**src/rtl/gerase_pkg.sv**
```systemverilog
package gerase_pkg;
   typedef enum logic [2:0] {
      ST_IDLE, ST_CMD, ST_OP, ST_WAIT, ST_DRD, ST_DRX, ST_POLL, ST_PRX
   } gerase_state_t;

   typedef enum logic [1:0] {
      EC_NONE    = 2'b00,
      EC_STATUS  = 2'b01,
      EC_TIMEOUT = 2'b10
   } gerase_err_t;
endpackage

```
**src/rtl/gerase_timer.sv**
```systemverilog
module gerase_timer #(
   parameter int CYCLES = 500000
) (
   input  logic clk,
   input  logic rst_n,
   input  logic load,
   output logic zero
);
   localparam int TW = (CYCLES > 1) ? $clog2(CYCLES + 1) : 1;
   logic [TW-1:0] cnt;

   always_ff @(posedge clk) begin
      if (!rst_n)          cnt <= '0;
      else if (load)       cnt <= TW'(CYCLES - 1);
      else if (cnt != '0)  cnt <= cnt - 1'b1;
   end

   assign zero = (cnt == '0);
endmodule

```
**src/rtl/gerase_ctr.sv**
```systemverilog
module gerase_ctr #(
   parameter int LIMIT = 8
) (
   input  logic clk,
   input  logic rst_n,
   input  logic clr,
   input  logic inc,
   output logic last
);
   localparam int CW = (LIMIT > 1) ? $clog2(LIMIT) : 1;
   logic [CW-1:0] cnt;

   always_ff @(posedge clk) begin
      if (!rst_n || clr) cnt <= '0;
      else if (inc)      cnt <= cnt + 1'b1;
   end

   assign last = (cnt == CW'(LIMIT - 1));
endmodule

```
**src/rtl/gerase_seq.sv**
```systemverilog
module gerase_seq
   import gerase_pkg::*;
#(
   parameter int         CLK_HZ       = 100000000,
   parameter int         WAIT_US      = 5000,
   parameter int         N_DUMMY      = 8,
   parameter int         POLL_LIMIT   = 4096,
   parameter logic [7:0] ERR_MASK     = 8'h7F,
   parameter logic [7:0] CMD_WR_CTRL  = 8'h6A,
   parameter logic [7:0] OP_ERASE_ALL = 8'h72,
   parameter logic [7:0] CMD_RD_INC   = 8'h6D,
   parameter logic [7:0] CMD_RD_CTRL  = 8'h6B
) (
   input  logic       clk,
   input  logic       rst_n,
   input  logic       start,
   input  logic       shf_busy,
   input  logic       rx_valid,
   input  logic [7:0] rx_byte,
   output logic       tx_valid,
   output logic [7:0] tx_byte,
   output logic       done,
   output logic       error,
   output logic [1:0] err_code
);
   localparam int WAIT_CYC = (CLK_HZ / 1000) * WAIT_US / 1000;

   generate
      if (WAIT_CYC < 1)   begin : g_bad_wait  $error("settling wait must be at least one cycle"); end
      if (N_DUMMY < 1)    begin : g_bad_dummy $error("N_DUMMY must be at least 1"); end
      if (ERR_MASK[7])    begin : g_bad_mask  $error("busy bit 7 must not be in ERR_MASK"); end
      if (POLL_LIMIT < 0) begin : g_bad_poll  $error("POLL_LIMIT must not be negative"); end
   endgenerate

   gerase_state_t state;
   logic          can_tx, tmr_zero, dum_last, poll_last;
   logic          rx_err, rx_busy;

   assign can_tx  = !shf_busy && !tx_valid;
   assign rx_err  = |(rx_byte & ERR_MASK);
   assign rx_busy = rx_byte[7];

   gerase_timer #(.CYCLES(WAIT_CYC)) u_wait (
      .clk  (clk),
      .rst_n(rst_n),
      .load (state == ST_OP && can_tx),
      .zero (tmr_zero)
   );

   gerase_ctr #(.LIMIT(N_DUMMY)) u_dummy (
      .clk  (clk),
      .rst_n(rst_n),
      .clr  (state == ST_IDLE),
      .inc  (state == ST_DRX && rx_valid),
      .last (dum_last)
   );

   generate
      if (POLL_LIMIT > 0) begin : g_poll_bound
         gerase_ctr #(.LIMIT(POLL_LIMIT)) u_poll (
            .clk  (clk),
            .rst_n(rst_n),
            .clr  (state == ST_WAIT),
            .inc  (state == ST_PRX && rx_valid),
            .last (poll_last)
         );
      end else begin : g_poll_free
         assign poll_last = 1'b0;
      end
   endgenerate

   always_ff @(posedge clk) begin
      if (!rst_n) begin
         state    <= ST_IDLE;
         tx_valid <= 1'b0;
         tx_byte  <= '0;
         done     <= 1'b0;
         error    <= 1'b0;
         err_code <= EC_NONE;
      end else begin
         tx_valid <= 1'b0;
         done     <= 1'b0;
         error    <= 1'b0;
         unique case (state)
            ST_IDLE: if (start) state <= ST_CMD;
            ST_CMD: if (can_tx) begin
               tx_valid <= 1'b1;
               tx_byte  <= CMD_WR_CTRL;
               state    <= ST_OP;
            end
            ST_OP: if (can_tx) begin
               tx_valid <= 1'b1;
               tx_byte  <= OP_ERASE_ALL;
               state    <= ST_WAIT;
            end
            ST_WAIT: if (tmr_zero) state <= ST_DRD;
            ST_DRD: if (can_tx) begin
               tx_valid <= 1'b1;
               tx_byte  <= CMD_RD_INC;
               state    <= ST_DRX;
            end
            ST_DRX: if (rx_valid) state <= dum_last ? ST_POLL : ST_DRD;
            ST_POLL: if (can_tx) begin
               tx_valid <= 1'b1;
               tx_byte  <= CMD_RD_CTRL;
               state    <= ST_PRX;
            end
            ST_PRX: if (rx_valid) begin
               if (rx_err) begin
                  error    <= 1'b1;
                  err_code <= EC_STATUS;
                  state    <= ST_IDLE;
               end else if (!rx_busy) begin
                  done     <= 1'b1;
                  err_code <= EC_NONE;
                  state    <= ST_IDLE;
               end else if (poll_last) begin
                  error    <= 1'b1;
                  err_code <= EC_TIMEOUT;
                  state    <= ST_IDLE;
               end else begin
                  state    <= ST_POLL;
               end
            end
            default: state <= ST_IDLE;
         endcase
      end
   end
endmodule

```
**config.mk**
```make
export PLATFORM = sky130hd
export DESIGN_NAME = gerase_seq
export DESIGN_NICKNAME = d
export VERILOG_FILES = /design/src/rtl/gerase_pkg.sv /design/src/rtl/gerase_timer.sv /design/src/rtl/gerase_ctr.sv /design/src/rtl/gerase_seq.sv
export SDC_FILE = /design/constraint.sdc
export NUM_CORES = 1
export LEC_CHECK = 0
export ABC_AREA = 1
export BUFFER_PORTS_ARGS = -buffer_cell sky130_fd_sc_hd__buf_2
export CORE_AREA = 2 2 75 77
export DETAILED_ROUTE_END_ITERATION = 7
export DIE_AREA = 0 0 77 79
export GPL_TIMING_DRIVEN = 1
export PLACE_DENSITY = 0.7
export SYNTH_ARGS = -nofsm -noshare
export SYNTH_HDL_FRONTEND = slang
export SYNTH_HIERARCHICAL = 1
export SYNTH_SLANG_ARGS = --single-unit
```
**constraint.sdc**
```tcl
create_clock -name clk -period 2.04 [get_ports clk]
set_input_delay 0.102 -clock clk [delete_from_list [all_inputs] [get_ports clk]]
set_output_delay 0.102 -clock clk [all_outputs]
set_load 0.01 [all_outputs]
```
# Yosys cells after proc, flatten, opt, wreduce, memory -nomap -nowiden
# Index checks and enable logic that the tools add are counted.
[totals]
reg_bits = 50
in_bits = 13
output_inout_bits = 13
elab_cells = 85
[classes]
addsub = 3
n_eq_ne = 18
muxes = 28
bitwise_logic = 3
n_reduce_logical = 23
[ops]
columns = ["op", "count"]
rows = [
  ["$mux 19", 2],
  ["$mux 3", 11],
  ["$mux 8", 4],
  ["$pmux 8 s4", 1],
  ["$pmux 3 s8", 1],
  ["$logic_not 19->1", 1],
  ["$reduce_bool 19->1", 1],
  ["$sub 19x1->19 const B", 1],
  ["$ne 2x2->1 const B", 8],
  ["$eq 3x3->1 const B", 5],
  ["$add 12x1->12 const B", 1],
  ["$eq 12x12->1 const B", 1],
  ["$reduce_or 10->1", 1],
  ["$mux 2", 4],
  ["$reduce_and 8->1", 1],
  ["$reduce_or 7->1", 1],
  ["$eq 3x2->1 const B", 2],
  ["$reduce_and 3->1", 2],
  ["$mux 1", 5],
  ["$reduce_and 5->1", 1],
  ["$logic_and 1x1->1", 4],
  ["$reduce_bool 4->1", 1],
  ["$reduce_or 4->1", 1],
  ["$add 3x1->3 const B", 1],
  ["9 further kinds", 14],
]

# Logic depth before layout (Yosys ltp)
[logic_depth]
depth_word = 6
ltp_mapped = 11

# Cells and area by module
# The synthesis kept the hierarchy.
[modules_own_cells]
columns = ["mod", "n_inst", "cells_each", "area_per_inst_um2", "seq_area_each_um2"]
rows = [
  ["gerase_timer", 1, 169, 1152.4, 380.4],
  ["gerase_seq", 1, 116, 878.3, 280.3],
  ["gerase_ctr (g_poll_bound.u_poll)", 1, 88, 605.6, 240.2],
  ["gerase_ctr (u_dummy)", 1, 19, 145.1, 60.1],
]

# Worst setup path after synthesis
# OpenSTA, ideal clock, no wires.
[synth_timing]
kind = "reg-to-reg"
from = "register u_wait.cnt[0]"
to = "register state[2]"
setup_time_ps = 66
t_arrival_ps = 1738
required_ps = 1974
setup_slack_ps = 235
path_stages_with_launch = 12
path_buffers = 0
path_cell_list = "dfxtp_1 > inv_1 > ha_1 > inv_1 > nor4_1 > nor4b_1 > nor3_2 > nor2_2 > nand2_2 > nor2_4 > nand3_1 > a21oi_2"
[synth_between]
elab_chain_len = 3
[synth_lines]
columns = ["element", "line", "text"]
rows = [
  ["from (decl)", "gerase_timer.sv:10", "logic [TW-1:0] cnt;"],
  ["from (signal assigned)", "gerase_timer.sv:14", "else if (load) cnt <= TW'(CYCLES - 1);"],
  ["from (signal assigned)", "gerase_timer.sv:15", "else if (cnt != '0) cnt <= cnt - 1'b1;"],
  ["$logic_not 19->1", "gerase_timer.sv:18", "assign zero = (cnt == '0);"],
  ["via tmr_zero", "gerase_seq.sv:36", "logic can_tx, tmr_zero, dum_last, poll_last;"],
  ["$ne 2x2->1 (no source line)", "n/a", ""],
  ["$reduce_and 8->1 (no source line)", "n/a", ""],
  ["to (signal assigned)", "gerase_seq.sv:102", "ST_DRX: if (rx_valid) state <= dum_last ? ST_POLL : ST_DRD;"],
  ["to (decl)", "gerase_seq.sv:35", "gerase_state_t state;"],
]
# The timed path passes the listed nets, and every way through them passes these cells.
# A chain may end at the register's enable or synchronous reset.

# Final worst setup path
[layout_timing]
from = "register u_wait.cnt[1]"
to = "register state[2]"
# Same word-level chain as after synthesis.

==> flow_metrics.py <==
metrics = {
    "clock_tree": {
        "clkTransAtPathRegs_ps": 90,
        "ctsLongestPathBuffers": 2,
        "htree_num_levels": 2,
        "cts_tree": "done",
        "worstSkewPairLatency_ps": 310,
        "cts-root-buf": "clkbuf_8",
        "post-cts-setup-buffers": 0,
        "clock-sinks": 48,
        "cts_buffers": 5,
    },
    "finish": {
        "nets": 441,
        "area_delta_synth_final_pct": 10.5,
        "drive_above_1_share": 0.231,
        "nFillCells": 554,
        "antennaDiodeCount": 0,
    },
    "critical_path": {
        "crit_fanout": 3,
        "crit_arrival_ps": 2080,
        "cp-end-kind": "flip-flop",
        "start_kind": "flip-flop",
        "path_class": "flip-flop to flip-flop",
        "cp.required_ps": 2290,
    },
    "yosys": {
        "synth_xor_area_frac": 0.0126,
        "synth_simple_gate_area_share": 0.441,
        "synth_top_area_cell": "dfxtp_1",
        "yosysWarnings": 6,
        "synth_top_area_share": 0.345,
        "syn-cell-area_um2": 2780,
        "ys_seq_area_frac": 0.345,
        "synth_adder_area_share": 0.0225,
        "synth_compound_area_frac": 0.0882,
        "synth_top_family_by_area": "simple AND/OR/NAND/NOR gates",
        "ys.flop_type": "dfxtp_1",
        "ys_ff_latch": 48,
        "syn_avg_cell_area_um2": 7.10,
        "ys_top_cells_by_area": "dfxtp_1 (35%), nand2_1 (11%), nor2_1 (6.9%)",
        "synthArstFlopShare": 0,
        "ys_types": 37,
        "synth_edf_count": 0,
        "synth_mux_area_frac": 0,
        "syn_nets": 410,
        "synthCells": 392,
    },
    "die": {
        "rows": 27,
        "die_h_um": 79,
        "die_w_um": 77,
        "io_pins": 26,
        "start_util": 0.521,
        "fp.dieArea_um2": 6080,
        "core_area_um2": 5340,
    },
    "route": {
        "dr.pass1.iters": 4,
        "drc": 0,
        "totalWireLength_mm": 5.56,
        "via_per_inst": 4.97,
        "vias": 2466,
        "first_iter_violations": 94,
        "wire_per_inst_um": 11.2,
        "antenna_left": 0,
    },
    "sta": {
        "period_needed_ps": 1830,
        "slew_violations": 0,
        "max_slew_margin": 0.507,
        "max_freq_ghz": 0.548,
        "finalHoldViolCount": 0,
        "skew_ps": 9.97,
        "max_slew.worst_pin.slew_ps": 737,
        "rsz0062_at_grt": "false",
        "min_period_over_period": 0.895,
        "finalSetupTns_ps": 0,
        "finalSetupViolCount": 0,
    },
    "global_routing": {
        "grt_pass1_vias": 2283,
        "grt_use_total": 0.198,
        "grt_max_degree": 16,
        "antenna_found_initial": 0,
        "grt-ovfl-total": 0,
        "grt_pass1_wl_mm": 9.77,
    },
    "pwr": {
        "power_w": 0.00456,
        "peakVddDrop_uv": 791,
        "powerDensity_nw_per_um2": 1480,
        "p_leak_nw": 1.40,
    },
    "flow_run": {
        "drv_cap": 0,
    },
    "place": {
        "port-buffer-count": 24,
        "place.gp.congestion": 0.852,
        "hpwl_mm": 4.26,
    },
    "status": {
        "status": "complete, no violations",
    },
    "min_path": {
        "min_path_type": "primary input to flip-flop",
    },
}
## sequential cells by signal, summed over array words and instances, names as in the netlist
signal,flops
u_wait/cnt,19
err_code,2
error,1
done,1
g_poll_bound.u_poll/cnt,12
tx_valid,1
tx_byte,6
state,3
u_dummy/cnt,3
## routing by layer
layer | up-vias | global-route usage | wire length, µm
met3 | 4 | 0.0375 | 209
met2 | 40 | 0.343 | 2630
met5 | - | 0 | 0
met4 | 0 | 0.0714 | 47
li1 | 1317 | - | -
met1 | 1105 | 0.246 | 2670
## final timing paths
path	start	end	slack (ps)	cells past startpoint
worst max register to register	u_wait/cnt[1]	state[2]	210	11
worst max-delay path	u_wait/cnt[1]	state[2]	210	11
worst min register to register	g_poll_bound.u_poll/cnt[5]	g_poll_bound.u_poll/cnt[5]	450	2
worst min-delay path	rst_n	u_wait/cnt[17]	130	3
## what timing repair did
action,4_1_cts,5_1_grt
endpoints found under the setup margin,0,3
hold buffers,1,0
gates resized for setup,0,1
hold endpoints to repair,1,0
## through the flow
step / util / cells / area [µm²] / setup WS, ps / hold slack [ps]
global placement: 0.556 / 487 / 2970 / 180 / 323
finish: 0.576 / 496 / 3070 / 214 / 127
detailed placement: 0.556 / 487 / 2970 / 143 / 320
global route: 0.576 / 496 / 3070 / 1.99 / 142
CTS: 0.575 / 496 / 3070 / 116 / 121
floorplan: - / 392 / 2780 / 235 / 181
## final cells by class
| class | instances | area (µm²) | share of cell area |
|---|---|---|---|
| clock buffers | 6 | 72.6 | 0.0236 |
| clock inverters | 2 | 16.3 | 0.00529 |
| inverters | 47 | 179 | 0.0582 |
| multi-input cells | 290 | 1580 | 0.514 |
| flip-flops and latches | 48 | 961 | 0.313 |
| well taps | 72 | 90.1 | 0.0293 |
| repair buffers | 31 | 175 | 0.0570 |
## cells in the final DEF (no fill, tap or decap), types with 8 or more instances in the layout
cell / n
nor2_2: 14
inv_1: 41
nand2_1: 79
nand2_2: 13
dfxtp_1: 48
buf_2: 24
a21oi_1: 29
nor2_4: 8
nor2_1: 51
nand3_1: 35
## power breakdown
group | leakage (nW) | internal, W | switching, W
clock | 0.0414 | 0.000244 | 0.000333
combinational | 0.967 | 0.000952 | 0.00163
sequential | 0.391 | 0.00116 | 0.000232
total | 1.40 | 0.00236 | 0.00220
## Yosys cell counts (5+ instances only)
master    n
nand3_1  35
nand2_2  13
dfxtp_1  48
nand4_1   5
nor2_2   14
a21oi_1  29
ha_1      5
nor2_1   51
nand3_2   7
nor2_4    8
nand2_1  79
inv_1    41
o21ai_0   5
## kinds of logic after synthesis
group,count (synthesis)
compound gates,45
xor+xnor,4
flops,48
buf+inv,54
fa+ha+maj,5
other cells,1
simple gates,235
## worst max-delay path, stage by stage, from the launching register on
cell,delay (ps)
dfxtp_1,350
inv_1,80
ha_1,170
inv_1,70
nor4_1,230
nor4b_2,270
nor3_2,80
nor2_2,130
nand2_2,80
nor2_4,100
nand3_1,100
a21oi_2,110
Power figures use the tool's default switching activity.
